**config.mk**
```make
export PLATFORM = sky130hd
export DESIGN_NAME = edge_clock_gen
export DESIGN_NICKNAME = d
export VERILOG_FILES = /design/src/rtl/ecg_pkg.sv /design/src/rtl/ecg_phase_ctr.sv /design/src/rtl/ecg_edge_decode.sv /design/src/rtl/ecg_level_gen.sv /design/src/rtl/ecg_strobe_gen.sv /design/src/rtl/edge_clock_gen.sv
export SDC_FILE = /design/constraint.sdc
export NUM_CORES = 1
export LEC_CHECK = 0
export ABC_AREA = 1
export BUFFER_PORTS_ARGS = -buffer_cell sky130_fd_sc_hd__buf_2
export CORE_MARGIN = 4
export CORE_UTILIZATION = 50
export CTS_BUF_LIST = sky130_fd_sc_hd__clkbuf_2
export CTS_CLUSTER_SIZE = 25
export DETAILED_ROUTE_END_ITERATION = 8
export PLACE_DENSITY = 0.82
export SYNTH_ARGS = -nofsm -noshare
export SYNTH_HDL_FRONTEND = slang
export SYNTH_SLANG_ARGS = --single-unit
```
**constraint.sdc**
```tcl
create_clock -name clk -period 2 [get_ports clk]
set_input_delay 0.4 -clock clk [delete_from_list [all_inputs] [get_ports clk]]
set_output_delay 0.4 -clock clk [all_outputs]
set_load 0.005 [all_outputs]
```
**src/rtl/ecg_pkg.sv**
```systemverilog
// Shared constants, types and power-up edge codes for the edge clock generator.
package ecg_pkg;
    localparam int STEPS  = 48;
    localparam int CODE_W = 6;
    localparam int DRV_W  = 3;

    // Power-up codes for the neighbouring register block.
    localparam logic [CODE_W-1:0] PWRUP_RG_RISE = 6'h00;
    localparam logic [CODE_W-1:0] PWRUP_RG_FALL = 6'h10;
    localparam logic [CODE_W-1:0] PWRUP_H_RISE  = 6'h00;
    localparam logic [CODE_W-1:0] PWRUP_H_FALL  = 6'h20;
    localparam logic [CODE_W-1:0] PWRUP_SHP     = 6'h24;
    localparam logic [CODE_W-1:0] PWRUP_SHD     = 6'h00;

    // Index of each code input in the decode bank.
    localparam int IDX_RG_RISE = 0;
    localparam int IDX_RG_FALL = 1;
    localparam int IDX_H_RISE  = 2;
    localparam int IDX_H_FALL  = 3;
    localparam int IDX_SHP     = 4;
    localparam int IDX_SHD     = 5;
    localparam int IDX_DOUT    = 6;
    localparam int N_CODES     = 7;

    // Index of each driven output in the enable bank.
    localparam int N_DRIVEN = 5;

    // Decoded edge: a position and whether the code named a real step.
    typedef struct packed {
        logic              ok;
        logic [CODE_W-1:0] pos;
    } edge_pos_t;
endpackage

```
**src/rtl/ecg_phase_ctr.sv**
```systemverilog
// Phase counter: counts 0..STEPS-1 once per pixel.
// Assumes pix_start is synchronous to clk; it wins over the wrap.
module ecg_phase_ctr #(
    parameter int STEPS = 48,
    localparam int PH_W = $clog2(STEPS)
) (
    input  logic            clk,
    input  logic            rst_n,
    input  logic            pix_start,
    output logic [PH_W-1:0] phase
);
    localparam logic [PH_W-1:0] LAST = PH_W'(STEPS - 1);

    // Realign on pixel start, otherwise advance with wrap.
    always_ff @(posedge clk) begin
        if (!rst_n)
            phase <= '0;
        else if (pix_start)
            phase <= '0;
        else if (phase == LAST)
            phase <= '0;
        else
            phase <= phase + 1'b1;
    end
endmodule

```
**src/rtl/ecg_edge_decode.sv**
```systemverilog
// Quadrant-code decoder: top two bits choose a group of STEPS/4 steps,
// the remaining bits give the offset inside it. Offsets past the group
// size are flagged as not ok. Purely combinational.
module ecg_edge_decode
    import ecg_pkg::*;
#(
    parameter int STEPS = 48,
    localparam int QUAD_STEPS = STEPS / 4,
    localparam int OFF_W      = CODE_W - 2
) (
    input  logic [CODE_W-1:0] code,
    output edge_pos_t         dec
);
    logic [1:0]       quad;
    logic [OFF_W-1:0] offs;

    // Split the code and form quad*QUAD_STEPS + offset.
    always_comb begin
        quad    = code[CODE_W-1 -: 2];
        offs    = code[OFF_W-1:0];
        dec.ok  = (int'(offs) < QUAD_STEPS);
        dec.pos = CODE_W'(int'(quad) * QUAD_STEPS + int'(offs));
    end
endmodule

```
**src/rtl/ecg_level_gen.sv**
```systemverilog
// Two-edge level generator: sets at the rising position, clears at the
// falling position, one clock after the matching phase. Rise wins a tie.
// Assumes ok flags come from the decoder; invalid edges are ignored.
module ecg_level_gen
    import ecg_pkg::*;
#(
    parameter int PH_W = 6
) (
    input  logic            clk,
    input  logic            rst_n,
    input  logic [PH_W-1:0] phase,
    input  edge_pos_t       rise,
    input  edge_pos_t       fall,
    output logic            level
);
    logic hit_rise, hit_fall;

    // Compare the current phase with each decoded edge.
    always_comb begin
        hit_rise = rise.ok && (CODE_W'(phase) == rise.pos);
        hit_fall = fall.ok && (CODE_W'(phase) == fall.pos);
    end

    // Hold the level between edges; rise has priority.
    always_ff @(posedge clk) begin
        if (!rst_n)
            level <= 1'b0;
        else if (hit_rise)
            level <= 1'b1;
        else if (hit_fall)
            level <= 1'b0;
    end
endmodule

```
**src/rtl/ecg_strobe_gen.sv**
```systemverilog
// One-tick strobe: high for the clock after the phase equals the position.
module ecg_strobe_gen
    import ecg_pkg::*;
#(
    parameter int PH_W = 6
) (
    input  logic            clk,
    input  logic            rst_n,
    input  logic [PH_W-1:0] phase,
    input  edge_pos_t       at,
    output logic            strobe
);
    // Register the position match.
    always_ff @(posedge clk) begin
        if (!rst_n)
            strobe <= 1'b0;
        else
            strobe <= at.ok && (CODE_W'(phase) == at.pos);
    end
endmodule

```
**src/rtl/edge_clock_gen.sv**
```systemverilog
// Sub-pixel edge clock generator top. Decodes seven edge codes, drives the
// reset-gate level, the shared horizontal level and three strobes from one
// phase counter, applies polarity and blanking, and derives enables from
// drive settings. Assumes all code inputs are static or change synchronously.
module edge_clock_gen
    import ecg_pkg::*;
#(
    parameter int STEPS = ecg_pkg::STEPS,
    localparam int PH_W = $clog2(STEPS)
) (
    input  logic              clk,
    input  logic              rst_n,
    input  logic              pix_start,
    input  logic [CODE_W-1:0] rg_rise_code,
    input  logic [CODE_W-1:0] rg_fall_code,
    input  logic              rg_inv,
    input  logic [CODE_W-1:0] h_rise_code,
    input  logic [CODE_W-1:0] h_fall_code,
    input  logic              h_inv,
    input  logic [CODE_W-1:0] shp_code,
    input  logic [CODE_W-1:0] shd_code,
    input  logic [CODE_W-1:0] dout_code,
    input  logic [DRV_W-1:0]  rg_drv,
    input  logic [DRV_W-1:0]  h1_drv,
    input  logic [DRV_W-1:0]  h2_drv,
    input  logic [DRV_W-1:0]  h3_drv,
    input  logic [DRV_W-1:0]  h4_drv,
    input  logic              mask_act,
    input  logic              mask_lvl,
    output logic              rg,
    output logic              rg_oe,
    output logic              h1,
    output logic              h1_oe,
    output logic              h2,
    output logic              h2_oe,
    output logic              h3,
    output logic              h3_oe,
    output logic              h4,
    output logic              h4_oe,
    output logic              shp,
    output logic              shd,
    output logic              dout_lat,
    output logic              code_err
);
    logic [PH_W-1:0]          phase_q;
    logic [CODE_W-1:0]        codes [N_CODES];
    edge_pos_t                dec   [N_CODES];
    logic [N_CODES-1:0]       bad_vec;
    logic [DRV_W-1:0]         drv   [N_DRIVEN];
    logic [N_DRIVEN-1:0]      oe_vec;
    logic                     rg_lvl, h_lvl, h_pair;
    logic                     err_q;
    edge_pos_t                shp_dec;

    // Gather code inputs into the decode bank.
    always_comb begin
        codes[IDX_RG_RISE] = rg_rise_code;
        codes[IDX_RG_FALL] = rg_fall_code;
        codes[IDX_H_RISE]  = h_rise_code;
        codes[IDX_H_FALL]  = h_fall_code;
        codes[IDX_SHP]     = shp_code;
        codes[IDX_SHD]     = shd_code;
        codes[IDX_DOUT]    = dout_code;
    end

    ecg_phase_ctr #(.STEPS(STEPS)) u_phase (
        .clk      (clk),
        .rst_n    (rst_n),
        .pix_start(pix_start),
        .phase    (phase_q)
    );

    // One decoder per code input.
    for (genvar i = 0; i < N_CODES; i++) begin : g_dec
        ecg_edge_decode #(.STEPS(STEPS)) u_dec (
            .code(codes[i]),
            .dec (dec[i])
        );
        assign bad_vec[i] = ~dec[i].ok;
    end

    assign shp_dec = dec[IDX_SHP];

    ecg_level_gen #(.PH_W(PH_W)) u_rg_lvl (
        .clk  (clk),
        .rst_n(rst_n),
        .phase(phase_q),
        .rise (dec[IDX_RG_RISE]),
        .fall (dec[IDX_RG_FALL]),
        .level(rg_lvl)
    );

    ecg_level_gen #(.PH_W(PH_W)) u_h_lvl (
        .clk  (clk),
        .rst_n(rst_n),
        .phase(phase_q),
        .rise (dec[IDX_H_RISE]),
        .fall (dec[IDX_H_FALL]),
        .level(h_lvl)
    );

    ecg_strobe_gen #(.PH_W(PH_W)) u_shp (
        .clk(clk), .rst_n(rst_n), .phase(phase_q), .at(dec[IDX_SHP]), .strobe(shp)
    );
    ecg_strobe_gen #(.PH_W(PH_W)) u_shd (
        .clk(clk), .rst_n(rst_n), .phase(phase_q), .at(dec[IDX_SHD]), .strobe(shd)
    );
    ecg_strobe_gen #(.PH_W(PH_W)) u_dout (
        .clk(clk), .rst_n(rst_n), .phase(phase_q), .at(dec[IDX_DOUT]), .strobe(dout_lat)
    );

    // Sticky invalid-code flag, cleared only by reset.
    always_ff @(posedge clk) begin
        if (!rst_n)
            err_q <= 1'b0;
        else
            err_q <= err_q | (|bad_vec);
    end
    assign code_err = err_q;

    // Polarity and blanking for the clock outputs.
    always_comb begin
        rg     = rg_lvl ^ rg_inv;
        h_pair = mask_act ? mask_lvl : (h_lvl ^ h_inv);
        h1     = h_pair;
        h3     = h_pair;
        h2     = ~h1;
        h4     = ~h3;
    end

    // Drive settings to enables: zero means three-stated.
    always_comb begin
        drv[0] = rg_drv;
        drv[1] = h1_drv;
        drv[2] = h2_drv;
        drv[3] = h3_drv;
        drv[4] = h4_drv;
    end
    for (genvar d = 0; d < N_DRIVEN; d++) begin : g_oe
        assign oe_vec[d] = |drv[d];
    end
    assign {h4_oe, h3_oe, h2_oe, h1_oe, rg_oe} = oe_vec;
endmodule

```
======== After elaboration in Yosys (flattened, before gate mapping) ========
Index checks and enable logic that the tools add are counted.
word-level totals
  input port bits ......................... 64
  register bits ........................... 12
  word-level logic and storage cells ...... 70
operators by class
  equal/unequal tests ..................... 8
  reductions and logical operators ........ 16
  muxes and demuxes ....................... 5
  $add $sub $neg .......................... 8
  $mul .................................... 7
  bitwise logic cells ..................... 12
  $lt $le $gt $ge ......................... 7
operators by type and width
  operator                                           number
  adder 6 x 5 -> 6 bit                               7
  equality test 6 bit                                7
  < comparator 4 bit (second input constant)         7
  multiplier 2 x 2 -> 4 bit (second input constant)  7
  OR reduction 3 bit                                 6
  inverter 1 bit                                     9
  logical AND 1 bit                                  7
  OR reduction 7 bit                                 1
  adder 6 x 1 -> 6 bit (second input constant)       1
  equality test 6 bit (second input constant)        1
  2-to-1 mux 1 bit                                   5
  nonzero test 2 bit                                 2
  bitwise XOR 1 bit                                  2
  OR 1 bit                                           1

======== Depth between registers and ports, before layout ========
  depth in word-level cells ............... 6
  gate-level depth with buffers ........... 13
  gate-level depth less buffers ........... 13

======== By module ========
From an unflattened synthesis, not the netlist that was laid out.
unflattened totals
  cells, all modules ...................... 446
  area total of the unflattened synthesis .. 2,499.9 µm²
by module, submodules not included
  module           area each (µm²)  instances  seq. area each (µm²)  cells an instance
  ecg_edge_decode  153.9            7          0.0                   23
  ecg_level_gen    265.3            2          20.0                  58
  ecg_strobe_gen   156.4            3          20.0                  36
  ecg_phase_ctr    272.8            1          120.1                 33
  edge_clock_gen   150.1            1          20.0                  28

======== Least setup slack after synthesis ========
OpenSTA, ideal clock, no wires.
  kind .................................... input-to-reg
  from .................................... in h_fall_code[4]
  to ...................................... reg u_h_lvl.level
  library setup time ...................... 116 ps
  path slack .............................. 167 ps
  arrival time ............................ 1,717 ps
  required time ........................... 1,884 ps
  cell stages on the path ................. 13
  cell sequence ........................... inv_1 > ha_1 > inv_1 > fa_1 > inv_1 > nand2_1 > nand2_1 > nor2_1 > nand2_1 > nor2_1 > nand3_1 > nand2_1 > a21oi_1
between the ends
  word-level cells in the longest chain between the ends .. 5
ends and longest elaborated chain
  what                                 line                   text
  start, declared                      edge_clock_gen.sv:18   input logic [CODE_W-1:0] h_fall_code,
  multiplier 2 x 2 -> 4 bit            ecg_edge_decode.sv:22  dec.pos = CODE_W'(int'(quad) * QUAD_STEPS + int'(offs));
  adder 6 x 5 -> 6 bit                 ecg_edge_decode.sv:22
  equality test 6 bit                  ecg_level_gen.sv:21    hit_fall = fall.ok && (CODE_W'(phase) == fall.pos);
  logical AND 1 bit                    ecg_level_gen.sv:21
  nonzero test 2 bit (no source line)  --
  end signal, assigned                 ecg_level_gen.sv:27    level <= 1'b0;
  end signal, assigned                 ecg_level_gen.sv:29    level <= 1'b1;
  end signal, assigned                 ecg_level_gen.sv:31    level <= 1'b0;
  end, declared                        ecg_level_gen.sv:14    output logic level
Every way passes these cells.
A chain may end at the register's enable or synchronous reset.

======== Final worst setup path ========
  from .................................... in rg_fall_code[4]
  to ...................................... reg u_rg_lvl.level
between the ends
  word-level cells in the longest chain between the ends .. 5
ends and longest elaborated chain
  what                                 line                   text
  start, declared                      edge_clock_gen.sv:15   input logic [CODE_W-1:0] rg_fall_code,
  multiplier 2 x 2 -> 4 bit            ecg_edge_decode.sv:22
  adder 6 x 5 -> 6 bit                 ecg_edge_decode.sv:22
  equality test 6 bit                  ecg_level_gen.sv:21
  logical AND 1 bit                    ecg_level_gen.sv:21
  nonzero test 2 bit (no source line)  --
  end signal, assigned                 ecg_level_gen.sv:27
  end signal, assigned                 ecg_level_gen.sv:29
  end signal, assigned                 ecg_level_gen.sv:31
  end, declared                        ecg_level_gen.sv:14
Every way passes these cells.

==> metrics.md <==
| Metric | Value |
|---|---|
| Via/cell ratio | `4.88` |
| Type of origin of the critical path | `input pin` |
| Static leakage | `1.37 nW` |
| I/O Buffers | `77` |
| WP buf/inv | `4` |
| Final setup fails | `0` |
| Root Driver | `clkbuf_2` |
| Crit-path cells | `buf_2 > inv_1 > ha_1 > inv_1 > fa_1 > inv_1 > nand2_1 > nand2_1 > nor2_1 > nand2_1 > nor2_1 > nand3_1 > nand2_1 > a21oi_1` |
| Area Overhead vs Synth | `22.9%` |
| Sequential element share of the synthesized area | `12.2%` |
| Final Max Slew Viols | `0` |
| Synth Area per Inst | `6.72 sq um` |
| VDD IR-drop max | `0.221 mV` |
| Unique masters post-synth | `28` |
| Clock Pin Slew Worst Setup and Hold Paths | `0.14 ns` |
| Top FF cell, synth | `dfxtp_1` |
| Post-route cell area | `0.00243 sq mm` |
| Most common cell after layout, fill and taps aside | `buf_2` |
| Routability cong. | `0.836` |
| CP Class | `input pin to register` |
| Cells taking the most area after synthesis | `ha_1, nand2_1, dfxtp_1` |
| CP top delay family | `adder cells` |
| Slowest-stage cell, CP | `fa_1` |
| Critical path fanouts, max | `2` |
| DR DRC count | `0` |
| Worst-skew pair later-pin latency | `0.29 ns` |
| Power per cell area | `332 mW/mm^2` |
| DRT antenna net count | `0` |
| Final WL | `4.71 mm` |
| # resized after CTS | `0` |
| Die span in y | `70.8 microns` |
| Synth Instances | `294` |
| # IOs | `78` |
| Status | `finished, final reports clean` |
| Area leader, netlist | `ha_1` |
| Post-route minimum period | `1.75 ns` |
| WL per Instance | `11.1 microns` |
| Gr ovfl total | `0` |
| Worst hold path endpoint | `code_err` |
| Vias in the first global route | `1858` |
| Syn Nets | `394` |
| Worst Path Arrival | `1.95 ns` |
| CTS Buf Count | `3` |
| Die area | `0.00502 sq mm` |
| Syn. warnings | `0` |
| Commonest non-fill, non-tap cells in the layout | `buf_2, nand2_1, inv_1` |
| H-tree depth | `1` |
| PnR Total Power | `0.000807 W` |
| Placed Area | `0.00241 sq mm` |
| Layout Nets | `477` |
| Setup Skew | `0.00105 ns` |
| Hold Crit Class | `input pin to register` |
| Max-cap check violation count | `0` |
| Initial antenna violation count | `0` |
| Max transition margin | `70.1%` |
| Mapped Area | `0.00197 sq mm` |
| Post-synth ARST share | `0%` |
| Vias | `2069` |
| Initial Util | `52.7%` |
| Drt first-iter violations | `60` |
| Kind of end point of the critical path | `register` |
| DIE WIDTH | `70.8 microns` |
| Post-synth EDFFs | `0` |
| Final Core Density | `64.8%` |
| Aggregate global-route resource usage | `18.5%` |
| Hold Vio Cnt, Final | `0` |
| CTS tree | `done` |
| Global-route wire length before repair | `7.72 mm` |
| FF-to-FF path depth | `4` |
| Worst Hold Margin | `0.369 ns` |
| Actual slew at the worst max-slew pin | `0.449 ns` |
| Hold path start | `rst_n` |
| # clock sinks | `12` |
| Post-DP HPWL | `4.04 mm` |
| Number of diodes | `0` |
| R2R Setup Slk | `0.60 ns` |
| Fin crit share | `87.3%` |
| CP required | `2.20 ns` |
| Synth Register Bits | `12` |
| Most Frequent Cell on Critical Path | `nand2_1` |
| Fmax | `0.573 GHz` |
| Clock buffer depth | `2` |
| Worst R2R Start | `u_phase.phase[2]` |
| Hold depth | `2` |
| Layout cells sized above 1 | `25.0%` |
| Largest net degree at the start of global routing | `11` |
| Post-CTS Setup Inserts | `0` |
| Final setup TNS | `0 ns` |
| Cts hold-fix bufs | `0` |
| Area fraction of the dominant cell type after synthesis | `18.4%` |
| RSZ-0062 raised after global routing | `false` |
| DRT Pass-1 Iters | `4` |
| Core Box Area | `0.00374 sq mm` |
| Row Count | `22` |
| CP max stage delay | `0.52 ns` |
| R2R Path End | `u_phase.phase[5]` |
## final cells by class
type	instances	area (sq um)
timing repair buffer	86	453
fill	367	1320
inverter	46	178
tap	48	60.1
multi-input combinational	228	1480
clock buffer	3	15.0
clock inverter	1	3.75
sequential	12	240
## routing by layer
metal  part of all wire, %  wire length, microns  global-route usage, %  up-vias
met1                    40                  1910                   22.4      901
met2                    49                  2310                   33.6       75
li1                      -                     -                      -     1084
met3                   8.5                   400                   2.41        9
met4                   1.9                    88                   6.26        0
met5                     0                     0                      0        -
## through the flow
step	setup slack, ns	instances
global route	0.149	424
floorplan	0.167	294
CTS	0.278	424
detailed placement	-0.0587	420
global placement	-0.00292	420
finish	0.254	424
## cells by family after synthesis
logic type               share of synthesized area [%]
adder cells (fa/ha/maj)                           25.5
AO/OA/AOI/OAI                                     7.73
buffers and inverters                             13.1
flip-flops                                        12.2
XOR/XNOR                                          12.9
AND/OR/NAND/NOR                                   28.7
## state kept, by name, indices dropped and copies added, names as in the netlist
signal          cells
u_shp.strobe        1
u_rg_lvl.level      1
u_phase.phase       6
u_shd.strobe        1
u_h_lvl.level       1
u_dout.strobe       1
code_err            1
## synth_stat cells, types with 2 or more instances
master	n
nand2_1	68
inv_1	43
nor2_1	38
ha_1	29
nand3_1	16
xnor2_1	16
xor2_1	13
dfxtp_1	12
o21ai_0	11
a21oi_1	8
fa_1	7
or3_1	5
buf_4	4
nand4_1	3
nor3_1	3
buf_6	2
clkbuf_8	2
inv_2	2
o21a_1	2
o21ai_1	2
## power breakdown
group / total (W) / switching [W] / internal [W]
Sequential: 0.000251 / 0.00000662 / 0.000245
Combinational: 0.000415 / 0.000216 / 0.000199
Clock: 0.000140 / 0.0000963 / 0.0000434
Total: 0.000807 / 0.000319 / 0.000488
## worst max-delay path by stage
stage	start	end	slack [ns]	depth (start not counted)
floorplan	h_fall_code[4]	u_h_lvl.level	0.17	13
global placement	rg_fall_code[4]	u_rg_lvl.level	-0.003	14
detailed placement	rg_fall_code[4]	u_rg_lvl.level	-0.06	14
CTS	rg_fall_code[4]	u_rg_lvl.level	0.28	14
global route	rg_rise_code[4]	u_rg_lvl.level	0.15	11
finish	rg_fall_code[4]	u_rg_lvl.level	0.25	14
Power figures use the tool's default switching activity.
